File: src/rtl/pscl_pkg.sv
package pscl_pkg;

   // Width of a select field able to address n sources (at least one bit).
   function automatic int sel_width(input int n);
      return (n > 1) ? $clog2(n) : 1;
   endfunction

   // Number of counted input edges that close one window.
   function automatic int window_edges(input int pre_bits, input int div_bits);
      return 1 << (pre_bits + div_bits - 1);
   endfunction

endpackage

File: src/rtl/pscl_sync.sv
module pscl_sync #(
   parameter int STAGES = 2
) (
   input  logic clk,
   input  logic rst_n,
   input  logic d,
   output logic q
);

   generate
      if (STAGES < 2) begin : g_bad_stages
         $error("pscl_sync: STAGES must be at least 2");
      end
   endgenerate

   logic [STAGES-1:0] chain_q;

   always_ff @(posedge clk or negedge rst_n) begin
      if (!rst_n) chain_q <= '0;
      else        chain_q <= {chain_q[STAGES-2:0], d};
   end

   assign q = chain_q[STAGES-1];

endmodule

File: src/rtl/pscl_path.sv
// Gated selectable path with falling-edge detection in the clock domain.
module pscl_path #(
   parameter int NUM_IN = 1,
   parameter int SEL_W  = 1
) (
   input  logic              clk,
   input  logic              rst_n,
   input  logic              clr,
   input  logic              gate_off,
   input  logic [SEL_W-1:0]  sel,
   input  logic [NUM_IN-1:0] src,
   output logic              fall
);

   generate
      if (NUM_IN < 1) begin : g_bad_num
         $error("pscl_path: NUM_IN must be at least 1");
      end
      if ((1 << SEL_W) < NUM_IN) begin : g_bad_sel
         $error("pscl_path: SEL_W too narrow for NUM_IN");
      end
   endgenerate

   logic picked;
   logic live;
   logic prev_q;

   // Codes with no source behind them read low.
   always_comb begin
      picked = 1'b0;
      for (int i = 0; i < NUM_IN; i++) begin
         if (sel == SEL_W'(i)) picked = src[i];
      end
   end

   assign live = picked & ~gate_off;

   always_ff @(posedge clk or negedge rst_n) begin
      if (!rst_n)   prev_q <= 1'b0;
      else if (clr) prev_q <= 1'b0;
      else          prev_q <= live;
   end

   assign fall = prev_q & ~live & ~clr;

   AST_PATH_SHUT: assert property (@(posedge clk) disable iff (!rst_n)
      (gate_off && $past(gate_off)) |-> !fall);

   AST_PATH_CLR_QUIET: assert property (@(posedge clk) disable iff (!rst_n)
      clr |-> !fall);

endmodule

File: src/rtl/pscl_section.sv
// One divider section: advances on each step pulse, cleared by clr.
module pscl_section #(
   parameter int WIDTH = 1
) (
   input  logic             clk,
   input  logic             rst_n,
   input  logic             clr,
   input  logic             step,
   output logic [WIDTH-1:0] q
);

   generate
      if (WIDTH < 1) begin : g_bad_width
         $error("pscl_section: WIDTH must be at least 1");
      end
      else if (WIDTH == 1) begin : g_toggle
         logic t_q;
         always_ff @(posedge clk or negedge rst_n) begin
            if (!rst_n)    t_q <= 1'b0;
            else if (clr)  t_q <= 1'b0;
            else if (step) t_q <= ~t_q;
         end
         assign q = t_q;
      end
      else begin : g_count
         logic [WIDTH-1:0] c_q;
         always_ff @(posedge clk or negedge rst_n) begin
            if (!rst_n)    c_q <= '0;
            else if (clr)  c_q <= '0;
            else if (step) c_q <= c_q + WIDTH'(1);
         end
         assign q = c_q;
      end
   endgenerate

   AST_SECTION_CLR: assert property (@(posedge clk) disable iff (!rst_n)
      clr |=> (q == '0));

   AST_SECTION_HOLD: assert property (@(posedge clk) disable iff (!rst_n)
      (!clr && !step) |=> $stable(q));

endmodule

File: src/rtl/fe_window_prescaler.sv
module fe_window_prescaler #(
   parameter int SYNC_STAGES = 2,
   parameter int NUM_SRC     = 4,
   parameter int ERR_SRC     = 0,
   parameter int PRE_BITS    = 1,
   parameter int DIV_BITS    = 3,
   parameter int FEED_TAP    = 1,
   localparam int SEL_W      = pscl_pkg::sel_width(NUM_SRC)
) (
   input  logic             clk,
   input  logic             rst_n,
   input  logic             host_clr,
   input  logic [SEL_W-1:0] src_sel,
   input  logic             fe_in,
   output logic             tap_feed,
   output logic             win_done
);

   localparam int              WIN_EDGES = pscl_pkg::window_edges(PRE_BITS, DIV_BITS);
   localparam logic [SEL_W-1:0] ERR_CODE = SEL_W'(ERR_SRC);

   generate
      if (ERR_SRC < 0 || ERR_SRC >= NUM_SRC) begin : g_bad_err
         $error("fe_window_prescaler: ERR_SRC outside source range");
      end
      if (DIV_BITS < 2) begin : g_bad_div
         $error("fe_window_prescaler: DIV_BITS must be at least 2");
      end
      if (PRE_BITS < 1) begin : g_bad_pre
         $error("fe_window_prescaler: PRE_BITS must be at least 1");
      end
      if (FEED_TAP < 0 || FEED_TAP >= DIV_BITS - 1) begin : g_bad_tap
         $error("fe_window_prescaler: FEED_TAP must sit below the gating bit");
      end
      if (WIN_EDGES < 2) begin : g_bad_win
         $error("fe_window_prescaler: window too short");
      end
   endgenerate

   logic                 fe_sync;
   logic [NUM_SRC-1:0]   src_vec;
   logic                 fall_a;
   logic                 fall_b;
   logic [PRE_BITS-1:0]  pre_q;
   logic [DIV_BITS-1:0]  div_q;

   pscl_sync #(.STAGES(SYNC_STAGES)) u_sync (
      .clk   (clk),
      .rst_n (rst_n),
      .d     (fe_in),
      .q     (fe_sync)
   );

   // Only the error source is wired; reserved sources read low.
   generate
      for (genvar i = 0; i < NUM_SRC; i++) begin : g_src
         if (i == ERR_SRC) begin : g_live
            assign src_vec[i] = fe_sync;
         end
         else begin : g_tied
            assign src_vec[i] = 1'b0;
         end
      end
   endgenerate

   pscl_path #(.NUM_IN(NUM_SRC), .SEL_W(SEL_W)) u_path_in (
      .clk      (clk),
      .rst_n    (rst_n),
      .clr      (host_clr),
      .gate_off (win_done),
      .sel      (src_sel),
      .src      (src_vec),
      .fall     (fall_a)
   );

   pscl_section #(.WIDTH(PRE_BITS)) u_pre (
      .clk   (clk),
      .rst_n (rst_n),
      .clr   (host_clr),
      .step  (fall_a),
      .q     (pre_q)
   );

   // Top bit of the first section loops back through the second path.
   pscl_path #(.NUM_IN(1), .SEL_W(1)) u_path_loop (
      .clk      (clk),
      .rst_n    (rst_n),
      .clr      (host_clr),
      .gate_off (win_done),
      .sel      (1'b0),
      .src      (pre_q[PRE_BITS-1]),
      .fall     (fall_b)
   );

   pscl_section #(.WIDTH(DIV_BITS)) u_div (
      .clk   (clk),
      .rst_n (rst_n),
      .clr   (host_clr),
      .step  (fall_b),
      .q     (div_q)
   );

   assign win_done = div_q[DIV_BITS-1];
   assign tap_feed = div_q[FEED_TAP];

   AST_CLR_OUTPUTS: assert property (@(posedge clk) disable iff (!rst_n)
      host_clr |=> (!tap_feed && !win_done));

   AST_WIN_FROZEN: assert property (@(posedge clk) disable iff (!rst_n)
      (win_done && !host_clr) |=> ($stable(div_q) && $stable(pre_q)));

   AST_FLAG_ORDER: assert property (@(posedge clk) disable iff (!rst_n)
      $rose(win_done) |-> (!tap_feed && (pre_q == '0)));

   AST_RESERVED_IDLE: assert property (@(posedge clk) disable iff (!rst_n)
      ((src_sel != ERR_CODE) && ($past(src_sel) != ERR_CODE)) |-> !fall_a);

   AST_LOOP_FOLLOWS: assert property (@(posedge clk) disable iff (!rst_n)
      fall_b |-> (pre_q[PRE_BITS-1] == 1'b0));

endmodule

File: config.mk
export PLATFORM = sky130hd
export DESIGN_NAME = fe_window_prescaler
export DESIGN_NICKNAME = d
export VERILOG_FILES = /design/src/rtl/pscl_pkg.sv /design/src/rtl/pscl_sync.sv /design/src/rtl/pscl_path.sv /design/src/rtl/pscl_section.sv /design/src/rtl/fe_window_prescaler.sv
export SDC_FILE = /design/constraint.sdc
export NUM_CORES = 1
export LEC_CHECK = 0
export ABC_AREA = 1
export BUFFER_PORTS_ARGS = -buffer_cell sky130_fd_sc_hd__buf_2
export CAP_MARGIN = 10
export CORE_AREA = 4 4 41 43
export CTS_BUF_LIST = sky130_fd_sc_hd__clkbuf_8 sky130_fd_sc_hd__clkbuf_16
export DETAILED_ROUTE_END_ITERATION = 12
export DIE_AREA = 0 0 45 47
export HOLD_SLACK_MARGIN = 0.12
export MAX_ROUTING_LAYER = met4
export PLACE_DENSITY = 0.47
export SETUP_SLACK_MARGIN = 0.4
export SYNTH_ARGS = -nofsm -noshare
export SYNTH_HDL_FRONTEND = slang
export SYNTH_SLANG_ARGS = --single-unit
export TNS_END_PERCENT = 50
File: constraint.sdc
create_clock -name clk -period 1.4 [get_ports clk]
set_clock_uncertainty 0.15 [all_clocks]
set_input_delay 0.42 -clock clk [delete_from_list [all_inputs] [get_ports clk]]
set_output_delay 0.42 -clock clk [all_outputs]
set_load 0.02 [all_outputs]
# Word level (Yosys, flattened, before mapping)
# Cells that the tools add are included.
classes:
  eq_ne: 3
  n_mux: 10
  reduce_logical: 3
  add_sub_neg: 1
  bitwise: 11
ops:
  columns: ["cell", "n"]
  rows:
  - ["1-bit 2-to-1 mux", 8]
  - ["1-bit AND", 6]
  - ["3-bit 2-to-1 mux", 2]
  - ["1-bit NOT", 5]
  - ["2-bit equality test (second input constant)", 2]
  - ["2-bit nonzero test", 2]
  - ["3-bit by 1-bit adder with 3-bit output (second input constant)", 1]
  - ["2-bit by 1-bit equality test with 1-bit output (second input constant)", 1]
  - ["2-bit zero test", 1]
word_totals:
  elab_cells: 33
  inputBits: 6
  register_bits: 8

# Depth between registers and ports, before layout
# Gate-level depths: netlist (run 1).
logic_depth:
  ltp_word: 11
  ltp_mapped: 6
  ltp_nobuf: 6

# By module
# From an unflattened synthesis (run 1), not the netlist that was laid out.
unflattened:
  hier_cells: 53
  area_unflattened_um2: 394.1
by_module_without_submodules:
  columns: ["module", "n_inst", "area_per_inst_um2", "seq_area_each_um2", "cells_each"]
  rows:
  - ["pscl_section (u_div)", 1, 142.6, 75.1, 17]
  - ["pscl_path (u_path_in)", 1, 102.6, 25.0, 20]
  - ["pscl_path (u_path_loop)", 1, 51.3, 25.0, 7]
  - ["pscl_sync", 1, 50.0, 50.0, 2]
  - ["pscl_section (u_pre)", 1, 43.8, 25.0, 6]
  - ["fe_window_prescaler", 1, 3.8, 0.0, 1]

# Worst setup path before layout (run 1)
# No wires, ideal clock.
synth_timing:
  kind: "reg2reg"
  start: "register u_div.g_count.c_q[1], in the netlist u_div.q[1]"
  end: "register u_div.g_count.c_q[2], in the netlist u_div.q[2]"
  path_slack_ns: 0.205
  setup_time_ns: 0.118
  t_arrival_ns: 0.927
  required_time_ns: 1.132
  stages_incl_launch_ff: 5
  path_buffers: 0
  synth_period_minus_slack_ns: 1.195
  cell_sequence: "dfrtp_1 ha_1 xor2_1 nand3_1 nand2_1"
synth_between:
  elab_chain_len: 3
synth_lines:
  columns: ["element", "line", "text"]
  rows:
  - ["start: declaration", "pscl_section.sv:26", "logic [WIDTH-1:0] c_q;"]
  - ["start signal: assignment", "pscl_section.sv:30", "else if (step) c_q <= c_q + WIDTH'(1);"]
  - ["3-bit by 1-bit adder with 3-bit output", "pscl_section.sv:30", null]
  - ["3-bit 2-to-1 mux", "pscl_section.sv:30", null]
  - ["3-bit 2-to-1 mux", "pscl_section.sv:29", "else if (clr) c_q <= '0;"]
# Every way passes these cells. The select of a mux whose other input is x is not followed.
# A chain may end at the register's enable or synchronous reset.

# Worst setup path after layout (run 1)
layout_timing:
  start: "register u_div.g_count.c_q[2], in the netlist u_div.q[2]"
  end: "output win_done"
layout_lines:
  columns: ["element", "line", "text"]
  rows:
  - ["end: declaration", "fe_window_prescaler.sv:16", "output logic win_done"]
# No word-level cell between the ends.

==> results.json, run 1 <==
{
  "instance_count_on_the_critical_path": 1,
  "synth_sequential_area_ratio_pct": 59.04,
  "cpLargestDelayFamily": "flip-flops",
  "clockPowerShare_pct": 50.0,
  "cts.path.max_buffers": 2,
  "cp_data_arrival_time_ns": 0.76,
  "static-leakage-power_nw": 0.2531,
  "dpl.cell_count": 58,
  "postSynthNetCount": 43,
  "ioPinCount": 8,
  "drc_violations": 0,
  "cts.root.buffer_cell": "sky130_fd_sc_hd__clkbuf_8",
  "io_buffer_count": 7,
  "initial_core_util_pct": 26.06,
  "syn-cell-area_um2": 339.1,
  "slew_headroom_pct": 87.41,
  "stdcell_area_um2": 501.7,
  "clk-insertion-delay-late_ns": 0.23,
  "fp.dieArea_um2": 2115,
  "place_congestion": 0.6624,
  "drt_iter0_drcs": 4,
  "maxSlewViolCount": 0,
  "crit_type": "reg -> out",
  "vdd_drop_max_mv": 0.7008,
  "startpoint_type": "flop",
  "cts_sinks": 8,
  "design.core.area_um2": 1301,
  "cp_num_buf_inv": 1,
  "finalHoldWorstSlack_ns": 0.1541,
  "area_growth_syn_to_layout_pct": 47.97,
  "worst-r2r-setup-slack_ns": 0.22,
  "power.combinational.fraction_pct": 5.8,
  "synth.yosys.warnings": 0,
  "firstDrtPassIters": 2,
  "worst_path_clk_slew_ns": 0.04,
  "setup_viol": 0,
  "first_global_vias": 294,
  "maximum_number_of_pins_on_one_net_before_global_route_repair": 9,
  "busiest_layer": "met2",
  "finalNetCount": 58,
  "wl_per_cell_um": 9.422,
  "totalPowerFinal_uw": 544.5,
  "number_of_cts_inserted_buffers": 3,
  "outcome": "complete, no violations",
  "num_rows": 13,
  "power.share.switching_pct": 19.71,
  "timing.final.ws_setup_ns": 0.07229,
  "antennaDiodeCount": 0,
  "antenna_left": 0,
  "routed-via-count": 271,
  "timing.critical_path.cells": "buf_6",
  "fin_cells": 64,
  "critical_path_required_ns": 0.83,
  "setup_repair_after_global_routing_missed_its_margin": "yes",
  "globalRouteOverflowTotal": 0,
  "layout_cell_share_with_drive_strength_beyond_1_pct": 42.86,
  "minimum_setup_slack_after_placement_ns": 0.2261,
  "critPathCaptureType": "output pin",
  "power.internal_uw": 437.2,
  "post_synth_num_cell_types": 12,
  "die_w_um": 45,
  "grtUsageMet3_pct": 6.897,
  "groute.layer.met2.usage_pct": 14.41,
  "worst_hold_path_type": "in -> reg",
  "slowest_stage": "sky130_fd_sc_hd__dfrtp_2",
  "syn_inst": 36,
  "yosys_register_bits": 8,
  "final.setup.tns_ns": 0,
  "upper_clock_frequency_limit_mhz": 753.2,
  "layout_worst_path_cycle_share_pct": 94.84,
  "num-fill-cells": 139,
  "tritoncts": "yes",
  "global_route_wire_length_before_repair_mm": 1.221,
  "switchingPower_uw": 107.3,
  "hold-path-cell-count": 1,
  "max_fo_critical_path": 2,
  "layout_min_cycle_time_ns": 1.328,
  "grt_util_all_layers_pct": 8.971,
  "p_per_area_nw_per_um2": 1085,
  "worst_slew_pin_slew_ns": 0.1888,
  "grt_use_met1_pct": 8.625,
  "viasPerCell": 4.234,
  "finalCoreUtilization_pct": 38.56,
  "seq_power_share_pct": 44.2,
  "critical_path.max_stage_delay_ns": 0.40,
  "totalWireLength_um": 603,
  "number_of_antenna_violations_at_the_first_check_in_global_routing": 0,
  "h-tree-depth": 1,
  "die_height_um": 47,
  "hold_violations": 0,
  "synth.avg_cell_area_um2": 9.419,
  "number_of_cells_on_the_worst_reg_to_reg_path": 5,
  "max_cap_violations": 0,
  "placed_cell_area_um2": 407.9
}
-- synth_stat cells --
cell type | number | area share (%)
sky130_fd_sc_hd__dfrtp_1 | 8 | 59
sky130_fd_sc_hd__ha_1 | 1 | 3.7
sky130_fd_sc_hd__inv_1 | 3 | 3.3
sky130_fd_sc_hd__inv_2 | 1 | 1.1
sky130_fd_sc_hd__nand2_1 | 9 | 10
sky130_fd_sc_hd__nand3_1 | 3 | 4.4
sky130_fd_sc_hd__nand4_1 | 1 | 1.8
sky130_fd_sc_hd__nor2_1 | 5 | 5.5
sky130_fd_sc_hd__nor2_2 | 2 | 3.7
sky130_fd_sc_hd__nor2_4 | 1 | 3.3
sky130_fd_sc_hd__nor3_1 | 1 | 1.5
sky130_fd_sc_hd__xor2_1 | 1 | 2.6
-- path summary, 6_finish.rpt --
| path | startpoint | end |
|---|---|---|
| setup / recovery | u_div.q[2] | win_done |
| hold / removal | fe_in | u_sync.chain_q[0] |
| setup reg to reg | u_div.q[1] | u_div.q[2] |
| hold reg to reg | u_sync.chain_q[0] | u_sync.chain_q[1] |
| max in group asynchronous | rst_n | u_div.q[1] |
| min in group asynchronous | rst_n | u_sync.chain_q[1] |
-- cells in the final DEF, fill, tap and decap left out, drive strengths merged --
master,synthesis,routed
buf,0,9
inv,4,4
nand3,3,3
nand2,9,9
clkbuf,0,3
dfrtp,8,8
nor3,1,1
xor2,1,1
nand4,1,1
dlygate4sd3,0,1
ha,1,1
nor2,8,8
-- state kept, by name, summed over array words and instances (netlist names) --
register,flops
u_sync.chain_q,2
u_div.q,3
u_pre.q,1
u_path_in.prev_q,1
u_path_loop.prev_q,1
-- cells by family (layout without fill, tap and decap cells) --
group	after synthesis	in the layout	synth area share, %
buffers and inverters	4	17	4.427
and+or+nand+nor	22	22	30.26
xor gates and xnor gates	1	1	2.583
adders and majority gates	1	1	3.689
DFF	8	8	59.04
-- power by group through the flow --
stage               combinational, mW  clock [mW]  sequential [mW]
floorplan                      0.0128           0            0.243
global placement               0.0279           0            0.244
detailed placement             0.0276           0            0.244
CTS                            0.0304       0.287            0.240
global route                   0.0372       0.305            0.241
finish                         0.0316       0.272            0.240
-- timing repair --
item | 4_1_cts | 5_1_grt
setup buffers | 2 | 0
endpoints found under the hold margin | 8 | 0
gates resized for setup | 5 | 3
hold buffers | 1 | 0
setup endpoints to repair | 6 | 8
gates cloned | 0 | 0
pin swaps | 0 | 1
-- per-layer routing --
metal | vias up | share of wire [%]
li1 | 137 | -
met1 | 126 | 39
met2 | 8 | 53
met3 | 0 | 7.8
met4 | 0 | 0
met5 | - | 0
-- area by class of cell --
class                      count  area [um^2]  share of cell area, %
sequential                     8        202.7                  40.40
multi-input combinational     24        151.4                  30.17
timing repair buffer          10        72.57                  14.46
clock buffer                   3        41.29                  8.229
tap                           15        18.77                  3.741
inverter                       4        15.01                  2.993
Note: power is estimated with default switching activity, not from simulation.
==> run 2, diff against run 1 <==
- clock period: 1.4 -> 1.32 ns (I/O delays scaled with it)
==> results.json, run 2 (synthesized netlist as in run 1, its figures left out) <==
{
  "outcome": "complete, no violations",
  "power.share.switching_pct": 20.44,
  "worst-r2r-setup-slack_ns": 0.13,
  "hold_violations": 0,
  "die_height_um": 47,
  "worst_slew_pin_slew_ns": 0.1785,
  "timing.rr.end": "u_div.q[2]",
  "slew_headroom_pct": 88.08,
  "vdd_drop_max_mv": 0.7611,
  "power.internal_uw": 464.7,
  "critPathCaptureType": "output pin",
  "clk-insertion-delay-late_ns": 0.23,
  "commonest_non_fill_non_tap_cell_in_the_layout": "sky130_fd_sc_hd__nand2_1",
  "p_per_area_nw_per_um2": 1147,
  "switchingPower_uw": 119.4,
  "cts.root.buffer_cell": "sky130_fd_sc_hd__clkbuf_8",
  "top_signal_layer_used": "met4",
  "max_fo_critical_path": 2,
  "slowest_stage": "sky130_fd_sc_hd__dfrtp_2",
  "seq_power_share_pct": 43.7,
  "min_to": "u_sync.chain_q[0]",
  "met3_wirelength_from_detailed_routing_um": 37,
  "clockPowerShare_pct": 50.6,
  "num-fill-cells": 142,
  "totalWireLength_um": 629,
  "layout.cells.most_common_list": "sky130_fd_sc_hd__nand2_1 (9), sky130_fd_sc_hd__dfrtp_1 (6), sky130_fd_sc_hd__nor2_1 (4), sky130_fd_sc_hd__buf_2 (4)",
  "seqCellArea_um2": 202.7,
  "fp.dieArea_um2": 2115,
  "globalRouteOverflowTotal": 0,
  "initial_core_util_pct": 26.06,
  "critical_path_required_ns": 0.77,
  "h-tree-depth": 1,
  "layout_worst_path_cycle_share_pct": 98.95,
  "number_of_cells_on_the_worst_reg_to_reg_path": 5,
  "largest_register_ffs": 3,
  "minimum_setup_slack_after_placement_ns": 0.1745,
  "antennaDiodeCount": 0,
  "drc_violations": 0,
  "area_growth_syn_to_layout_pct": 50.18,
  "cp_data_arrival_time_ns": 0.76,
  "power.combinational.fraction_pct": 5.7,
  "met1_length_um": 247,
  "number_of_cts_inserted_buffers": 3,
  "hold-path-cell-count": 1,
  "timing.critical_path.cells": "buf_6",
  "finalCoreUtilization_pct": 39.13,
  "max_cap_violations": 0,
  "routed-via-count": 269,
  "worst_path_clk_slew_ns": 0.04,
  "static-leakage-power_nw": 0.2532,
  "worst_r2r_startpoint": "u_div.q[1]",
  "worst_hold_path_type": "in -> reg",
  "antenna_left": 0,
  "ioPinCount": 8,
  "hold_path.startpoint": "fe_in",
  "design.core.area_um2": 1301,
  "place_congestion": 0.6577,
  "maxSlewViolCount": 0,
  "drt_iter0_drcs": 4,
  "finalNetCount": 58,
  "global_route_wire_length_before_repair_mm": 1.159,
  "layout_min_cycle_time_ns": 1.306,
  "dr_wl_met2_um": 328,
  "tritoncts": "yes",
  "maximum_number_of_pins_on_one_net_before_global_route_repair": 9,
  "layout_cell_share_with_drive_strength_beyond_1_pct": 44.90,
  "number_of_antenna_violations_at_the_first_check_in_global_routing": 0,
  "postCtsHoldBufs": 1,
  "grt_util_all_layers_pct": 8.889,
  "timing.final.ws_setup_ns": 0.01391,
  "startpoint_type": "flop",
  "setup_viol": 0,
  "wl_per_cell_um": 9.828,
  "num_rows": 13,
  "cts.path.max_buffers": 2,
  "critical_path.max_stage_delay_ns": 0.40,
  "cpLargestDelayFamily": "flip-flops",
  "crit_type": "reg -> out",
  "firstDrtPassIters": 2,
  "die_w_um": 45,
  "cts_sinks": 8,
  "area_occupied_by_multi_input_gates_um2": 156.4,
  "first_global_vias": 277,
  "io_buffer_count": 7,
  "setup_repair_after_global_routing_missed_its_margin": "yes",
  "cp_num_buf_inv": 1,
  "totalPowerFinal_uw": 584.0,
  "viasPerCell": 4.203,
  "upper_clock_frequency_limit_mhz": 765.6
}
[run 2: final cells by class]
cell class | count | area share [%]
tap | 15 | 3.686
timing repair buffer | 10 | 14.74
multi-input combinational | 24 | 30.71
inverter | 4 | 2.948
sequential | 8 | 39.80
clock buffer | 3 | 8.108
[run 2: how the worst max path moves through the flow]
stage	start	endpoint	slack (ns)	cells after the start
CTS	u_div.q[2]	win_done	0.008	1
finish	u_div.q[2]	win_done	0.01	1
floorplan	u_div.q[1]	u_div.q[2]	0.20	4
detailed placement	u_div.q[2]	win_done	0.17	1
global placement	u_div.q[2]	win_done	0.18	1
global route	u_div.q[2]	win_done	-0.01	1
[run 2: metal layers]
layer,track usage (%),up-vias
met5,-,-
met4,5.263,0
met3,6.897,4
met2,12.71,6
met1,8.392,122
li1,-,137
[run 2: per-stage QoR]
step | std cells | cell area, um^2 | TNS (ns) | hold WS [ns]
after floorplan | 36 | 354.1 | 0 | -0.04959
after global placement | 58 | 407.9 | 0 | 0.1003
after detailed placement | 58 | 407.9 | 0 | 0.1005
after CTS | 64 | 491.7 | 0 | 0.1216
after global routing | 64 | 509.2 | -0.02168 | 0.1145
final | 64 | 509.2 | 0 | 0.1269
[run 2: timing repair]
item / 4_1_cts / 5_1_grt
setup buffers: 2 / 0
endpoints found under the hold margin: 8 / 1
setup endpoints to repair: 7 / 13
gates resized for setup: 5 / 4
pin swaps: 0 / 3
[run 2: power by group through the flow]
stage	Clock, mW	Combinational, mW	Sequential (mW)
3_3_place_gp	0	0.0295	0.258
2_1_floorplan	0	0.0136	0.258
6_report	0.296	0.0332	0.255
3_5_place_dp	0	0.0291	0.259
5_1_grt	0.332	0.0391	0.255
4_1_cts	0.307	0.0321	0.255
